--- src/rtl/rx_tap_calib_pkg.sv ---
package rx_tap_calib_pkg;

    localparam int TAP_W = 7;
    localparam int DLY_W = 8;
    localparam int TXD_W = 14;

    // configuration word: [31] resync, [30] dll reset, [29:16] tx delay, [6:0] rx tap
    typedef struct packed {
        logic             resync;
        logic             dll_rst;
        logic [TXD_W-1:0] tx_dly;
        logic [8:0]       pad;
        logic [TAP_W-1:0] rx_tap;
    } phy_word_t;

    typedef enum logic [3:0] {
        ST_IDLE,
        ST_BR_LOW,
        ST_BR_MDLY,
        ST_BR_RST,
        ST_BR_LPBK,
        ST_BR_RSYNC,
        ST_TAP_CFG,
        ST_TAP_RSYNC,
        ST_TAP_LOCK,
        ST_RD_ISSUE,
        ST_RD_WAIT,
        ST_TAP_EVAL,
        ST_FIN_DECIDE,
        ST_FIN_RSYNC,
        ST_FIN_LOCK
    } cal_state_t;

    function automatic phy_word_t mk_word(input logic [TXD_W-1:0] tx,
                                          input logic rsy,
                                          input logic rs,
                                          input logic [TAP_W-1:0] tap);
        phy_word_t w;
        w        = '0;
        w.resync = rsy;
        w.dll_rst = rs;
        w.tx_dly = tx;
        w.rx_tap = tap;
        return w;
    endfunction

endpackage

--- src/rtl/calib_lock_timer.sv ---
module calib_lock_timer #(
    parameter int LIMIT = 64
) (
    input  logic clk,
    input  logic rst,
    input  logic waiting,
    output logic expired
);
    localparam int CW = $clog2(LIMIT + 1);

    logic [CW-1:0] cnt;

    assign expired = waiting && (cnt == CW'(LIMIT));

    always_ff @(posedge clk) begin
        if (rst || !waiting) begin
            cnt <= '0;
        end else if (!expired) begin
            cnt <= cnt + 1'b1;
        end
    end
endmodule

--- src/rtl/calib_window_track.sv ---
module calib_window_track #(
    parameter int TAP_W   = 7,
    parameter int MIN_WIN = 3
) (
    input  logic             clk,
    input  logic             rst,
    input  logic             clr,
    input  logic             eval,
    input  logic             pass,
    input  logic             is_last,
    input  logic             dummy,
    input  logic [TAP_W-1:0] idx,
    input  logic [TAP_W-1:0] obs,
    output logic             stop,
    output logic [TAP_W:0]   best_size,
    output logic [TAP_W-1:0] best_idx,
    output logic             best_dummy
);
    logic             found;
    logic [TAP_W-1:0] first_obs, last_obs, first_idx, last_idx;
    logic [TAP_W-1:0] f_obs, l_obs, f_idx, l_idx;
    logic [TAP_W:0]   size, idx_sum;
    logic             close;

    always_comb begin
        f_obs   = (pass && !found) ? obs : first_obs;
        f_idx   = (pass && !found) ? idx : first_idx;
        l_obs   = pass ? obs : last_obs;
        l_idx   = pass ? idx : last_idx;
        close   = eval && (found || pass) && (!pass || is_last);
        size    = {1'b0, l_obs} - {1'b0, f_obs} + 1'b1;
        idx_sum = {1'b0, f_idx} + {1'b0, l_idx};
        stop    = close && (size >= (TAP_W+1)'(MIN_WIN));
    end

    always_ff @(posedge clk) begin
        if (rst || clr) begin
            found      <= 1'b0;
            first_obs  <= '0;
            last_obs   <= '0;
            first_idx  <= '0;
            last_idx   <= '0;
            best_size  <= '0;
            best_idx   <= '0;
            best_dummy <= 1'b0;
        end else if (eval) begin
            if (close) begin
                found <= 1'b0;
                if (size > best_size) begin
                    best_size  <= size;
                    best_idx   <= idx_sum[TAP_W:1];
                    best_dummy <= dummy;
                end
            end else if (pass) begin
                found     <= 1'b1;
                first_obs <= f_obs;
                first_idx <= f_idx;
                last_obs  <= l_obs;
                last_idx  <= l_idx;
            end
        end
    end
endmodule

--- src/rtl/rx_tap_calib.sv ---
module rx_tap_calib
    import rx_tap_calib_pkg::*;
#(
    parameter int READS_PER_TAP = 10,
    parameter int MIN_WIN       = 3,
    parameter int TX_DLY        = 'h1E,
    parameter int INIT_DLY      = 4,
    parameter int LOCK_TIMEOUT  = 64
) (
    input  logic             clk,
    input  logic             rst,
    input  logic             start,
    output logic             done,
    output logic             fail,
    output logic             rd_req,
    input  logic             rd_resp_valid,
    input  logic             rd_id_match,
    input  logic             lpbk_lock,
    input  logic             dll_lock,
    input  logic [TAP_W-1:0] obs_tap,
    output logic [31:0]      phy_cfg,
    output logic [DLY_W-1:0] master_dly,
    output logic             extra_dummy
);
    localparam int RC_W = $clog2(READS_PER_TAP);
    localparam logic [TXD_W-1:0] TXV = TXD_W'(TX_DLY);

    cal_state_t       state;
    phy_word_t        cfg_q;
    logic [TAP_W-1:0] tap;
    logic [RC_W-1:0]  rd_cnt;
    logic             tap_pass;
    logic             waiting, expired;
    logic             win_stop, best_dummy, is_last, clr;
    logic [TAP_W:0]   best_size;
    logic [TAP_W-1:0] best_idx;

    assign phy_cfg = cfg_q;
    assign is_last = (tap == {TAP_W{1'b1}});
    assign clr     = (state == ST_IDLE) && start;
    assign waiting = ((state == ST_BR_LPBK) && !lpbk_lock) ||
                     (((state == ST_TAP_LOCK) || (state == ST_FIN_LOCK)) && !dll_lock);

    calib_lock_timer #(.LIMIT(LOCK_TIMEOUT)) u_timer (
        .clk     (clk),
        .rst     (rst),
        .waiting (waiting),
        .expired (expired)
    );

    calib_window_track #(.TAP_W(TAP_W), .MIN_WIN(MIN_WIN)) u_win (
        .clk        (clk),
        .rst        (rst),
        .clr        (clr),
        .eval       (state == ST_TAP_EVAL),
        .pass       (tap_pass),
        .is_last    (is_last),
        .dummy      (extra_dummy),
        .idx        (tap),
        .obs        (obs_tap),
        .stop       (win_stop),
        .best_size  (best_size),
        .best_idx   (best_idx),
        .best_dummy (best_dummy)
    );

    always_ff @(posedge clk) begin
        if (rst) begin
            state       <= ST_IDLE;
            cfg_q       <= '0;
            master_dly  <= '0;
            tap         <= '0;
            rd_cnt      <= '0;
            tap_pass    <= 1'b0;
            done        <= 1'b0;
            fail        <= 1'b0;
            rd_req      <= 1'b0;
            extra_dummy <= 1'b0;
        end else begin
            rd_req <= 1'b0;
            unique case (state)
                ST_IDLE: if (start) begin
                    done        <= 1'b0;
                    fail        <= 1'b0;
                    extra_dummy <= 1'b0;
                    state       <= ST_BR_LOW;
                end
                ST_BR_LOW: begin
                    cfg_q <= '0;
                    state <= ST_BR_MDLY;
                end
                ST_BR_MDLY: begin
                    master_dly <= DLY_W'(INIT_DLY);
                    state      <= ST_BR_RST;
                end
                ST_BR_RST: begin
                    cfg_q <= mk_word('0, 1'b0, 1'b1, '0);
                    state <= ST_BR_LPBK;
                end
                ST_BR_LPBK: begin
                    if (lpbk_lock) begin
                        state <= ST_BR_RSYNC;
                    end else if (expired) begin
                        fail  <= 1'b1;
                        state <= ST_IDLE;
                    end
                end
                ST_BR_RSYNC: begin
                    cfg_q <= mk_word('0, 1'b1, 1'b1, '0);
                    tap   <= '0;
                    state <= ST_TAP_CFG;
                end
                ST_TAP_CFG: begin
                    cfg_q <= mk_word(TXV, 1'b0, 1'b1, tap);
                    state <= ST_TAP_RSYNC;
                end
                ST_TAP_RSYNC: begin
                    cfg_q.resync <= 1'b1;
                    state        <= ST_TAP_LOCK;
                end
                ST_TAP_LOCK: begin
                    if (dll_lock) begin
                        rd_cnt <= '0;
                        state  <= ST_RD_ISSUE;
                    end else if (expired) begin
                        fail  <= 1'b1;
                        state <= ST_IDLE;
                    end
                end
                ST_RD_ISSUE: begin
                    rd_req <= 1'b1;
                    state  <= ST_RD_WAIT;
                end
                ST_RD_WAIT: if (rd_resp_valid) begin
                    if (!rd_id_match) begin
                        tap_pass <= 1'b0;
                        state    <= ST_TAP_EVAL;
                    end else if (rd_cnt == RC_W'(READS_PER_TAP - 1)) begin
                        tap_pass <= 1'b1;
                        state    <= ST_TAP_EVAL;
                    end else begin
                        rd_cnt <= rd_cnt + 1'b1;
                        state  <= ST_RD_ISSUE;
                    end
                end
                ST_TAP_EVAL: begin
                    if (win_stop || is_last) begin
                        if (!extra_dummy) begin
                            extra_dummy <= 1'b1;
                            tap         <= '0;
                            state       <= ST_TAP_CFG;
                        end else begin
                            state <= ST_FIN_DECIDE;
                        end
                    end else begin
                        tap   <= tap + 1'b1;
                        state <= ST_TAP_CFG;
                    end
                end
                ST_FIN_DECIDE: begin
                    if (best_size < (TAP_W+1)'(MIN_WIN)) begin
                        fail        <= 1'b1;
                        extra_dummy <= 1'b0;
                        state       <= ST_IDLE;
                    end else begin
                        extra_dummy <= best_dummy;
                        cfg_q       <= mk_word(TXV, 1'b0, 1'b1, best_idx);
                        state       <= ST_FIN_RSYNC;
                    end
                end
                ST_FIN_RSYNC: begin
                    cfg_q.resync <= 1'b1;
                    state        <= ST_FIN_LOCK;
                end
                ST_FIN_LOCK: begin
                    if (dll_lock) begin
                        done  <= 1'b1;
                        state <= ST_IDLE;
                    end else if (expired) begin
                        fail  <= 1'b1;
                        state <= ST_IDLE;
                    end
                end
                default: state <= ST_IDLE;
            endcase
        end
    end
endmodule

--- config.mk ---
export PLATFORM = sky130hd
export DESIGN_NAME = rx_tap_calib
export DESIGN_NICKNAME = d
export VERILOG_FILES = /design/src/rtl/rx_tap_calib_pkg.sv /design/src/rtl/calib_lock_timer.sv /design/src/rtl/calib_window_track.sv /design/src/rtl/rx_tap_calib.sv
export SDC_FILE = /design/constraint.sdc
export NUM_CORES = 1
export LEC_CHECK = 0
export ABC_AREA = 1
export ABC_CLOCK_PERIOD_IN_PS = 7500
export BUFFER_PORTS_ARGS = -buffer_cell sky130_fd_sc_hd__buf_2
export CORE_MARGIN = 2
export CORE_UTILIZATION = 35
export DETAILED_ROUTE_END_ITERATION = 8
export GPL_TIMING_DRIVEN = 0
export PLACE_DENSITY = 0.49
export REMOVE_ABC_BUFFERS = 1
export SLEW_MARGIN = 30
export SYNTH_ARGS = -nofsm -noshare
export SYNTH_HDL_FRONTEND = slang
export SYNTH_SLANG_ARGS = --single-unit
--- constraint.sdc ---
create_clock -name clk -period 7.5 [get_ports clk]
set_clock_uncertainty 0.2 [all_clocks]
set_input_delay 0.375 -clock clk [delete_from_list [all_inputs] [get_ports clk]]
set_output_delay 0.375 -clock clk [all_outputs]
set_load 0.01 [all_outputs]
==> results.cfg, run 1 <==
[worst_setup_path]
required_ns = 7.52
cp-end-kind = flip-flop
path_max_fanout = 32
r2r_end = u_win.best_idx[5]$_SDFFE_PP0P_
r2r_slack_ns = 2.02
reg2reg_from = tap_pass$_SDFFE_PP0P_
rr_worst_depth = 19
arrival_ns = 5.50
worstSetupPathType = reg2reg
crit_path_start_kind = flip-flop

[die]
fp.dieW_um = 123
top_level_ports = 58
start_util = 0.359
core_um2 = 13900
die_area_um2 = 15200
rows = 43
die_height_um = 123

[yosys]
yosysWarnings = 0
yosysUniqueCellTypes = 42
synthCells = 713
async_reset_ff_frac = 0
synth_flop_cell = dfxtp_1
ys_seq_elements = 83
synth_edf_count = 0
avgSynthCellArea_um2 = 6.99
synth_area_leaders = dfxtp_1, nand2_1, ha_1
synthesis.area_um2 = 4980
synth_top_area_frac = 0.333
yosysMostFrequentCell = nand2_1
yosysTopAreaCell = dfxtp_1
yosys-top-cells-count = nand2_1, inv_1, dfxtp_1, o21ai_0, a21oi_1
seq_area_frac_synth = 0.333

[clock_network]
postCtsSetupBuffers = 0
worstSkewPairLatency_ns = 0.35
cts_buffers = 9
path_clk_slew_ns = 0.06
cts_hold_buf = 0
clock_path_buffers = 2
cts_sinks = 83
tritoncts = done
cts_max_level = 3
clock-root-buffer = clkbuf_16
cts_resized = 0

[global_routing]
grt_pass1_vias = 4106
grt_usage = 0.165
grt_max_degree = 36
gr-total-overflow = 0
grt_pass1_wl_mm = 19.7
antenna_found_initial = 0

[place]
gp_congestion = 0.866
placed_area_um2 = 5150
dp_hpwl_mm = 8.65
portBuffers = 31
pre_cts_ws_ns = 1.99

[finish]
drive_gt1_frac = 0.0966
fillers = 1479
area_delta_synth_final_pct = 9.87
num_antenna_cells = 0
nets = 778
design_area_um2 = 5480

[run]
max-cap-violations = 0

[routing]
first_iter_violations = 308
viasPerCell = 4.93
vias = 4511
wl_per_cell_um = 13.1
wl_mm = 12.0
drcViolationCount = 0
ant_nets = 0
firstDrtPassIters = 5

[sta]
maxSlewHeadroom = 0.421
slew_viol_final = 0
report.final.hold_viol_count = 0
whs_ns = 0.140
setup_ws_ns = 2.02
max_slew.worst_pin.slew_ns = 0.866
tns_ns = 0
max_freq_ghz = 0.183
rsz0062_at_grt = false
min_period_ns = 5.48
setup-violations-final = 0
fin_crit_sh = 0.730

[pwr]
power_leakage_nw = 2.44
ir_worst_vdd_v = 0.000116
power_mw = 1.08
p_per_area_nw_per_um2 = 197

[status]
status = complete, no violations

[worst_hold_path]
hold_path_end = tap_pass$_SDFFE_PP0P_
hold_start = rd_id_match
holdPathStages = 3
holdCritPathClass = in2reg
[final cells by class]
type	instances	area [um^2]	share of cell area
clock buffer	10	239	0.0436
timing repair buffer	31	155	0.0283
tap	180	225	0.0411
sequential	83	1660	0.304
clock inverter	6	88.8	0.0162
multi-input combinational	506	2730	0.499
inverter	99	372	0.0679
[cells by family after synthesis]
kind of cell	synth area share
compound gates	0.193
xor+xnor	0.0105
fa+ha+maj	0.0884
buf+inv	0.138
flops	0.333
mux	0.0121
other cells	0.000752
simple gates	0.224
[cell usage in the layout, fill, tap and decap left out, drive strengths merged, types with 6 or more instances in the layout]
cell / netlist / final
nand2: 137 / 137
inv: 99 / 99
o21ai: 85 / 85
dfxtp: 83 / 83
a21oi: 68 / 68
nor2: 61 / 61
ha: 32 / 32
nand3: 32 / 32
buf: 39 / 31
conb: 1 / 26
nor3: 11 / 11
nand4: 10 / 10
clkbuf: 11 / 10
a31oi: 9 / 9
a211oi: 8 / 8
mux2i: 6 / 6
[where the power goes]
group	internal (mW)	switching [mW]
Sequential	0.451	0.0105
Clock	0.301	0.191
Combinational	0.0377	0.0886
[routing by layer]
metal  GRT usage  wire length, um  up-vias
met5           0                0        -
met4      0.0696              246        0
met3      0.0364              556       17
met2       0.255             5180      102
met1       0.221             5970     2056
li1            -                -     2336
[registers in the layout (all words and copies together), names as in the netlist]
register,cells
phy_cfg,10
tap_pass,1
rd_req,1
u_win.last_idx,7
extra_dummy,1
u_win.best_size,8
rd_cnt,4
u_win.last_obs,7
u_timer.cnt,7
u_win.best_dummy,1
fail,1
master_dly,1
done,1
u_win.found,1
u_win.first_obs,7
u_win.first_idx,7
state,4
tap,7
u_win.best_idx,7
[through the flow]
stage | util | instances
2_1_floorplan | - | 688
3_3_place_gp | 0.370 | 899
3_5_place_dp | 0.371 | 899
4_1_cts | 0.394 | 915
5_1_grt | 0.394 | 915
6_report | 0.394 | 915
[critical path: stages (launching register included)]
cell and delay [ns]:
dfxtp_2 0.73, nand2_1 0.69, o21ai_0 0.50, ha_1 0.18, inv_1 0.04, ha_1 0.23, fa_1 0.43, nand2_1 0.12
nand4_1 0.08, nand2_1 0.10, inv_1 0.05, ha_1 0.28, nand2_1 0.07, inv_1 0.05, a221oi_1 0.26, o21ai_0 0.14
nand2_1 0.50, inv_1 0.37, o21ai_0 0.25, a21oi_1 0.06
[how the worst max path moves through the flow]
stage	start	end	slack, ns	depth (start not counted)
6_report	tap_pass$_SDFFE_PP0P_	u_win.best_idx[5]$_SDFFE_PP0P_	2.02	19
5_1_grt	tap_pass$_SDFFE_PP0P_	u_win.best_idx[2]$_SDFFE_PP0P_	1.36	21
4_1_cts	tap_pass$_SDFFE_PP0P_	u_win.best_idx[0]$_SDFFE_PP0P_	1.97	19
3_5_place_dp	tap_pass$_SDFFE_PP0P_	u_win.best_idx[0]$_SDFFE_PP0P_	1.99	19
3_3_place_gp	tap_pass$_SDFFE_PP0P_	u_win.best_idx[5]$_SDFFE_PP0P_	1.40	19
2_1_floorplan	tap_pass$_SDFFE_PP0P_	u_win.best_idx[2]$_SDFFE_PP0P_	2.92	20
No activity file was read; power rests on OpenSTA's default activity.
==> run 2, diff against run 1 <==
ABC_CLOCK_PERIOD_IN_PS = 5100   (was 7500)
clock period = 5.1 ns   (was 7.5 ns; I/O delays follow)
==> results.cfg, run 2 (synthesis gave the netlist of run 1 again) <==
[status]
status = complete, no violations

[global_routing]
antenna_found_initial = 0
gr-total-overflow = 0
grt_max_degree = 36
grt_pass1_wl_mm = 19.7
grt_usage = 0.165
grt_pass1_vias = 4106

[die]
core_um2 = 13900
die_area_um2 = 15200
fp.dieW_um = 123
top_level_ports = 58
start_util = 0.359
die_height_um = 123
rows = 43

[worst_setup_path]
arrival_ns = 4.50
crit_path_start_kind = flip-flop
required_ns = 5.12
cp-end-kind = flip-flop
path_max_fanout = 32
worstSetupPathType = reg2reg

[clock_network]
cts_buffers = 9
path_clk_slew_ns = 0.06
clock_path_buffers = 2
clock-root-buffer = clkbuf_16
tritoncts = done
cts_sinks = 83
cts_max_level = 3
worstSkewPairLatency_ns = 0.35

[sta]
slew_viol_final = 0
min_period_ns = 4.48
max_freq_ghz = 0.223
rsz0062_at_grt = false
report.final.hold_viol_count = 0
max_slew.worst_pin.slew_ns = 0.602
fin_crit_sh = 0.879
setup-violations-final = 0
setup_ws_ns = 0.619
maxSlewHeadroom = 0.598

[finish]
final_common_cell = nand2_1
num_antenna_cells = 0
largest_reg_flops = 10
design_area_um2 = 5500
drive_gt1_frac = 0.0992
final_util = 0.396
nets = 779
area_delta_synth_final_pct = 10.3
final_cell_mix = nand2_1, inv_1, dfxtp_1

[routing]
vias = 4537
viasPerCell = 4.95
wl_mm = 12.0
drcViolationCount = 0
wl_per_cell_um = 13.1
firstDrtPassIters = 5
first_iter_violations = 335
ant_nets = 0

[place]
pre_cts_ws_ns = -0.413
portBuffers = 31
dp_hpwl_mm = 8.65
placed_area_um2 = 5150
gp_congestion = 0.866

[pwr]
power_leakage_nw = 2.45
ir_worst_vdd_v = 0.000169
p_per_area_nw_per_um2 = 289
power_mw = 1.59

[run]
max-cap-violations = 0

[worst_hold_path]
holdCritPathClass = in2reg
-- run 2: cell types whose count changed in the layout (fill, tap and decap cells not counted), sizes merged --
cell	previous run	this run
dlygate4sd3	0	1
-- run 2: report_power, final --
part / switching, mW / internal, mW
sequential: 0.0156 / 0.663
combinational: 0.130 / 0.0560
clock: 0.280 / 0.442
-- run 2: layout make-up --
| class | instances | area (um^2) |
|---|---|---|
| fill | 1473 | 8380 |
| multi-input combinational | 506 | 2740 |
| sequential | 83 | 1670 |
| inverter | 99 | 372 |
| clock buffer | 10 | 239 |
| tap | 180 | 225 |
| timing repair buffer | 32 | 165 |
| clock inverter | 6 | 88.8 |
-- run 2: final timing paths --
path	from	end	slack [ns]	cells past startpoint
worst max-delay path	tap_pass$_SDFFE_PP0P_	u_win.best_idx[5]$_SDFFE_PP0P_	0.62	20
worst min-delay path	dll_lock	done$_SDFFE_PP0P_	0.03	3
worst max register to register	tap_pass$_SDFFE_PP0P_	u_win.best_idx[5]$_SDFFE_PP0P_	0.62	20
worst min register to register	u_win.last_idx[0]$_SDFFE_PP0P_	u_win.last_idx[0]$_SDFFE_PP0P_	0.25	2
-- run 2: timing repair --
item                                    4_1_cts  5_1_grt
buffers inserted                              0        0
endpoints found under the setup margin       14        8
hold buffers                                  1        0
resized for setup                             2        2
endpoints found under the hold margin         1        0
-- run 2: critical path: stages, from the launching register on --
cell and delay (ns):
dfxtp_4 0.58, nand2_4 0.25, nand2_1 0.10, o21ai_0 0.13, ha_1 0.30, inv_1 0.04, ha_1 0.23, fa_1 0.43
nand2_1 0.12, nand4_1 0.08, nand2_1 0.10, inv_1 0.05, ha_1 0.28, nand2_1 0.07, inv_1 0.04, a221oi_1 0.26
o21ai_0 0.16, nand2_2 0.32, inv_1 0.28, o21ai_0 0.22, a21oi_1 0.06
-- run 2: through the flow --
stage	hold slack (ns)	std cells	setup TNS (ns)
after floorplan	0.124	688	0
after global placement	0.235	899	-12.49
after detailed placement	0.243	899	-3.09
after CTS	0.00298	916	0
after global routing	0.0322	916	0
final	0.0314	916	0
-- run 2: layer usage --
layer,track usage,up-vias,part of all wire
met1,0.221,2063,0.50
met5,0,-,0
met3,0.0364,17,0.050
met2,0.255,123,0.43
met4,0.0696,0,0.020
li1,-,2334,-
